**config.mk**
```make
export PLATFORM = sky130hd
export DESIGN_NAME = stop_clock_seq
export DESIGN_NICKNAME = d
export VERILOG_FILES = /design/src/rtl/scs_pkg.sv /design/src/rtl/scs_sync.sv /design/src/rtl/scs_gap_mon.sv /design/src/rtl/scs_fsm.sv /design/src/rtl/stop_clock_seq.sv
export SDC_FILE = /design/constraint.sdc
export NUM_CORES = 1
export LEC_CHECK = 0
export ABC_CLOCK_PERIOD_IN_PS = 1500
export BUFFER_PORTS_ARGS = -buffer_cell sky130_fd_sc_hd__buf_2
export CAP_MARGIN = 10
export CORE_AREA = 10 10 69 71
export CTS_CLUSTER_SIZE = 24
export DETAILED_ROUTE_END_ITERATION = 8
export DIE_AREA = 0 0 79 81
export PLACE_DENSITY_LB_ADDON = 0.08
export SLEW_MARGIN = 15
export SYNTH_ARGS = -nofsm -noshare
export SYNTH_HDL_FRONTEND = slang
export SYNTH_SLANG_ARGS = --single-unit
export TNS_END_PERCENT = 30
```
**constraint.sdc**
```tcl
create_clock -name clk -period 1.5 [get_ports clk]
set_input_delay 0.075 -clock clk [delete_from_list [all_inputs] [get_ports clk]]
set_output_delay 0.075 -clock clk [all_outputs]
set_load 0.01 [all_outputs]
```
**src/rtl/scs_pkg.sv**
```systemverilog
package scs_pkg;
  typedef enum logic [2:0] {
    ST_IDLE  = 3'd0,
    ST_DRAIN = 3'd1,
    ST_CYCLE = 3'd2,
    ST_WAIT  = 3'd3,
    ST_STOP  = 3'd4,
    ST_HOLD  = 3'd5
  } scs_state_e;
endpackage

```
**src/rtl/scs_sync.sv**
```systemverilog
module scs_sync #(
  parameter int STAGES = 2
) (
  input  logic clk,
  input  logic rst_n,
  input  logic async_i,
  output logic sync_o
);
  logic [STAGES-1:0] chain;

  generate
    if (STAGES == 1) begin : g_single
      always_ff @(posedge clk) begin
        if (!rst_n) chain <= '0;
        else        chain <= async_i;
      end
    end else begin : g_multi
      always_ff @(posedge clk) begin
        if (!rst_n) chain <= '0;
        else        chain <= {chain[STAGES-2:0], async_i};
      end
    end
  endgenerate

  assign sync_o = chain[STAGES-1];
endmodule

```
**src/rtl/scs_gap_mon.sv**
```systemverilog
module scs_gap_mon #(
  parameter int GAP_MIN = 5
) (
  input  logic clk,
  input  logic rst_n,
  input  logic req_i,
  input  logic ack_i,
  output logic viol_o
);
  localparam int CW = $clog2(GAP_MIN + 1);

  logic [CW-1:0] cnt;
  logic          armed;
  logic          req_d;
  logic          viol;
  logic          rise;

  assign rise = req_i & ~req_d;

  always_ff @(posedge clk) begin
    if (!rst_n) begin
      cnt   <= '0;
      armed <= 1'b0;
      req_d <= 1'b0;
      viol  <= 1'b0;
    end else begin
      req_d <= req_i;
      if (ack_i) begin
        armed <= 1'b1;
        cnt   <= '0;
      end else if (armed) begin
        if (rise) begin
          armed <= 1'b0;
          if (cnt < CW'(GAP_MIN)) viol <= 1'b1;
        end else if (!req_i) begin
          if (cnt == CW'(GAP_MIN)) armed <= 1'b0;
          else                     cnt   <= cnt + 1'b1;
        end
      end
    end
  end

  assign viol_o = viol;
endmodule

```
**src/rtl/scs_fsm.sv**
```systemverilog
module scs_fsm
  import scs_pkg::*;
#(
  parameter int              ADDR_W   = 32,
  parameter int              BE_W     = 4,
  parameter logic [ADDR_W-1:0] ACK_ADDR = 'h10,
  parameter logic [BE_W-1:0]   ACK_BE   = 4'b1011
) (
  input  logic              clk,
  input  logic              rst_n,
  input  logic              req,
  input  logic              evt_any,
  input  logic              wbuf_empty,
  input  logic              hold,
  input  logic              ack,
  output logic              hlda,
  output logic              ads,
  output logic [ADDR_W-1:0] addr,
  output logic [BE_W-1:0]   be,
  output logic              m_io,
  output logic              d_c,
  output logic              w_r,
  output logic              data_oe,
  output logic              bus_oe,
  output logic              pullup_en,
  output logic              resume,
  output logic              ack_done,
  output logic [2:0]        state
);
  scs_state_e        st, nx;
  logic              hlda_q, resume_q;
  logic [ADDR_W-1:0] addr_q;
  logic [BE_W-1:0]   be_q;
  logic              mio_q, dc_q, wr_q;
  logic              defer;

  assign defer = hold | hlda_q | evt_any;

  always_comb begin
    nx = st;
    unique case (st)
      ST_IDLE:  if (req && !defer) nx = ST_DRAIN;
      ST_DRAIN: begin
        if (!req)                       nx = ST_IDLE;
        else if (wbuf_empty && !defer)  nx = ST_CYCLE;
      end
      ST_CYCLE: nx = ST_WAIT;
      ST_WAIT:  if (ack) nx = ST_STOP;
      ST_STOP: begin
        if (hold)      nx = ST_HOLD;
        else if (!req) nx = ST_IDLE;
      end
      ST_HOLD:  if (!hold) nx = ST_STOP;
      default:  nx = ST_IDLE;
    endcase
  end

  always_ff @(posedge clk) begin
    if (!rst_n) begin
      st       <= ST_IDLE;
      hlda_q   <= 1'b0;
      resume_q <= 1'b0;
      addr_q   <= '0;
      be_q     <= '1;
      mio_q    <= 1'b0;
      dc_q     <= 1'b0;
      wr_q     <= 1'b0;
    end else begin
      st       <= nx;
      hlda_q   <= (st == ST_CYCLE || st == ST_WAIT) ? 1'b0 : hold;
      resume_q <= (st == ST_STOP) && !hold && !req;
      if (st == ST_DRAIN && nx == ST_CYCLE) begin
        addr_q <= ACK_ADDR;
        be_q   <= ACK_BE;
        mio_q  <= 1'b0;
        dc_q   <= 1'b0;
        wr_q   <= 1'b1;
      end
    end
  end

  assign hlda      = hlda_q;
  assign bus_oe    = ~hlda_q;
  assign ads       = (st == ST_CYCLE);
  assign data_oe   = (st == ST_CYCLE) || (st == ST_WAIT);
  assign pullup_en = !((st == ST_STOP) || (st == ST_HOLD));
  assign resume    = resume_q;
  assign ack_done  = (st == ST_WAIT) && ack;
  assign addr      = addr_q;
  assign be        = be_q;
  assign m_io      = mio_q;
  assign d_c       = dc_q;
  assign w_r       = wr_q;
  assign state     = st;
endmodule

```
**src/rtl/stop_clock_seq.sv**
```systemverilog
module stop_clock_seq #(
  parameter int                ADDR_W      = 32,
  parameter int                BE_W        = 4,
  parameter int                NUM_EVT     = 5,
  parameter int                SYNC_STAGES = 2,
  parameter int                GAP_MIN     = 5,
  parameter logic [ADDR_W-1:0] ACK_ADDR    = 'h10,
  parameter logic [BE_W-1:0]   ACK_BE      = 4'b1011
) (
  input  logic              clk,
  input  logic              rst_n,
  input  logic              stop_req_n,
  input  logic [NUM_EVT-1:0] evt_pend,
  input  logic              wbuf_empty,
  input  logic              hold,
  output logic              hlda,
  input  logic              rdy,
  input  logic              brdy,
  output logic              ads,
  output logic [ADDR_W-1:0] addr,
  output logic [BE_W-1:0]   be,
  output logic              m_io,
  output logic              d_c,
  output logic              w_r,
  output logic              data_oe,
  output logic              bus_oe,
  output logic              pullup_en,
  output logic              resume,
  output logic              gap_viol,
  output logic [2:0]        state
);
  logic req_s;
  logic ack_done;

  scs_sync #(.STAGES(SYNC_STAGES)) u_sync (
    .clk     (clk),
    .rst_n   (rst_n),
    .async_i (~stop_req_n),
    .sync_o  (req_s)
  );

  scs_fsm #(
    .ADDR_W   (ADDR_W),
    .BE_W     (BE_W),
    .ACK_ADDR (ACK_ADDR),
    .ACK_BE   (ACK_BE)
  ) u_fsm (
    .clk        (clk),
    .rst_n      (rst_n),
    .req        (req_s),
    .evt_any    (|evt_pend),
    .wbuf_empty (wbuf_empty),
    .hold       (hold),
    .ack        (rdy | brdy),
    .hlda       (hlda),
    .ads        (ads),
    .addr       (addr),
    .be         (be),
    .m_io       (m_io),
    .d_c        (d_c),
    .w_r        (w_r),
    .data_oe    (data_oe),
    .bus_oe     (bus_oe),
    .pullup_en  (pullup_en),
    .resume     (resume),
    .ack_done   (ack_done),
    .state      (state)
  );

  scs_gap_mon #(.GAP_MIN(GAP_MIN)) u_gap (
    .clk    (clk),
    .rst_n  (rst_n),
    .req_i  (req_s),
    .ack_i  (ack_done),
    .viol_o (gap_viol)
  );
endmodule

```
==> results.tsv <==
metric	value	unit
first_pass_iters	4	
ir_worst_vdd	364	µV
reg2reg_depth	5	
critPathLaunch	hold	
gr-total-overflow	0	
syn-mean-instance-area	8.68	µm²
ant_nets	0	
place_ws	0.186	ns
setup-tns-final	0	ns
fillCellCount	413	
cts-root-buf	clkbuf_4	
cp.arrival	1.60	ns
fin_ws	0.0970	ns
design.die.area	6400	µm²
place.gp.congestion	0.709	
grt_pass1_vias	701	
crit_end	u_fsm.be[2]	
die_h	81	µm
cts_tree	built	
drt-initial-drc-count	39	
die_x	79	µm
coreArea	3520	µm²
hold_viol	0	
finalCritPeriodShare	93.5	%
hold_slack	0.109	ns
rsz0062_at_grt	no	
viasPerCell	3.78	
post-route-min-period	1.40	ns
r2r-end	u_gap.cnt[0]	
max_freq	713	MHz
startpoint_type	primary input	
ys_top_cells_by_count	buf_4 (37), dfxtp_1 (15), nand2_1 (7)	
critPathKind	primary input to register	
synth_seq_area_share	30.1	%
yosysTopAreaCell	dfxtp_1	
synth_edf_count	0	
leakage	0.000498	µW
r2r_start	u_gap.cnt[1]	
p_per_area	695	nW/µm²
synth-main-ff-cell	dfxtp_1	
synth-seq-cells	15	
cp-end-kind	register	
use_met3	3.42	%
io_buffers	24	
setup_viol	0	
crit_fanout	5	
drive_above_1_share	22.1	%
hold_path.class	primary input to register	
synthMostInstantiatedCell	buf_4	
grtUsageMet2	10.7	%
synth_top_area_share	30.1	%
routedWlPerCell	11.8	µm
fin_skew	0.00329	ns
ff2ff_setup_slack	0.17	ns
power	737	µW
drv_cap	0	
cts_made_buffers	3	
finalNetCount	155	
antenna_found_initial	0	
worstPathRequired	1.70	ns
async_reset_ff_share	0	%
place_hpwl	1870	µm
clock_latency	0.29	ns
syn_inst	115	
post_cts_buffers	0	
globalRouteMet1Util	7.27	%
htree_levels	1	
clock_sinks	15	
yosysWarnings	0	
initial_utilization	28.3	%
gr-usage-all-layers	6.57	%
grt_max_degree	12	
top_usage_layer	met2	
utilization	30.1	%
num_rows	22	
syn_to_final_growth	6.27	%
synth_area	998	µm²
grt_pass1_wl	3390	µm
ys_top_cells_by_area	dfxtp_1 (30%), buf_4 (28%), nand2_1 (2.6%), a21oi_1 (2.5%), ha_1 (2.5%)	
maxSlewViolCount	0	
status	finished clean	
routed_wl	2220	µm
cts_buffer_depth	2	
vias	710	
ys_types	36	
drc_errors	0	
io_pins	61	
diodes	0	
path_clk_slew	0.09	ns
==> state kept, by name (all words and copies together) (netlist names) <==
register      count
u_gap.cnt         3
u_fsm.resume      1
u_fsm.hlda        1
u_gap.viol_o      1
u_gap.req_d       1
u_sync.chain      2
u_gap.armed       1
u_fsm.addr        1
u_fsm.state       3
u_fsm.be          1
==> kinds of logic after synthesis <==
group,synth area share (%)
other,0.752
buffers and inverters,31.6
adders and majority gates,2.51
and+or+nand+nor,20.4
AOI/OAI and AO/OA,14.7
DFF,30.1
==> worst max-delay path, cell delays in order <==
cell	delay, ns
dlygate4sd3_1	0.54
buf_2	0.15
nor3_1	0.38
nand4_1	0.23
a21bo_1	0.23
==> how the worst min path moves through the flow <==
stage,from,end,cells past startpoint
global placement,stop_req_n,u_sync.chain[0],2
CTS,rst_n,u_gap.viol_o,2
global route,rst_n,u_gap.viol_o,2
detailed placement,stop_req_n,u_sync.chain[0],2
finish,rst_n,u_gap.viol_o,2
floorplan,stop_req_n,u_sync.chain[0],1
==> area by class of cell <==
type / count / area, µm² / area share, %
multi-input combinational: 89 / 510 / 48.1
sequential: 15 / 300 / 28.3
timing repair buffer: 26 / 140 / 13.2
tap: 48 / 60.1 / 5.66
clock buffer: 3 / 22.5 / 2.12
inverter: 6 / 22.5 / 2.12
clock inverter: 1 / 5.00 / 0.472
==> timing repair <==
| item | in CTS | in global routing |
|---|---|---|
| hold buffers | 2 | 0 |
| gates resized for setup | 0 | 0 |
| endpoints found under the hold margin | 2 | 0 |
==> report_power, final <==
part	switching [µW]	total [µW]	leakage (µW)	internal (µW)
Sequential	4.13	407	0.000122	403
Clock	140	239	0.0000177	99.2
Combinational	67.3	91.6	0.000358	24.4
Total	211	737	0.000498	526
==> metal layers <==
metal  vias to the layer above  share of wire, %
met5                         -                 0
met4                         0               1.2
met3                         2               6.8
met2                        24                53
met1                       321                39
li1                        363                 -
==> layout by cell type (no fill, tap or decap), types with 3 or more instances in the layout <==
cell      count
a21oi_1       5
and2_1        3
buf_2        24
clkbuf_4      3
conb_1       36
dfxtp_1      15
inv_1         6
nand2_1       7
nor2b_1       3
o21ai_0       4
==> metrics by stage <==
stage               cells  instance area, µm²
finish                188                1060
global route          188                1060
CTS                   188                1060
detailed placement    182                1010
global placement      182                1010
floorplan             149                1130
No activity file was read; power rests on OpenSTA's default activity.
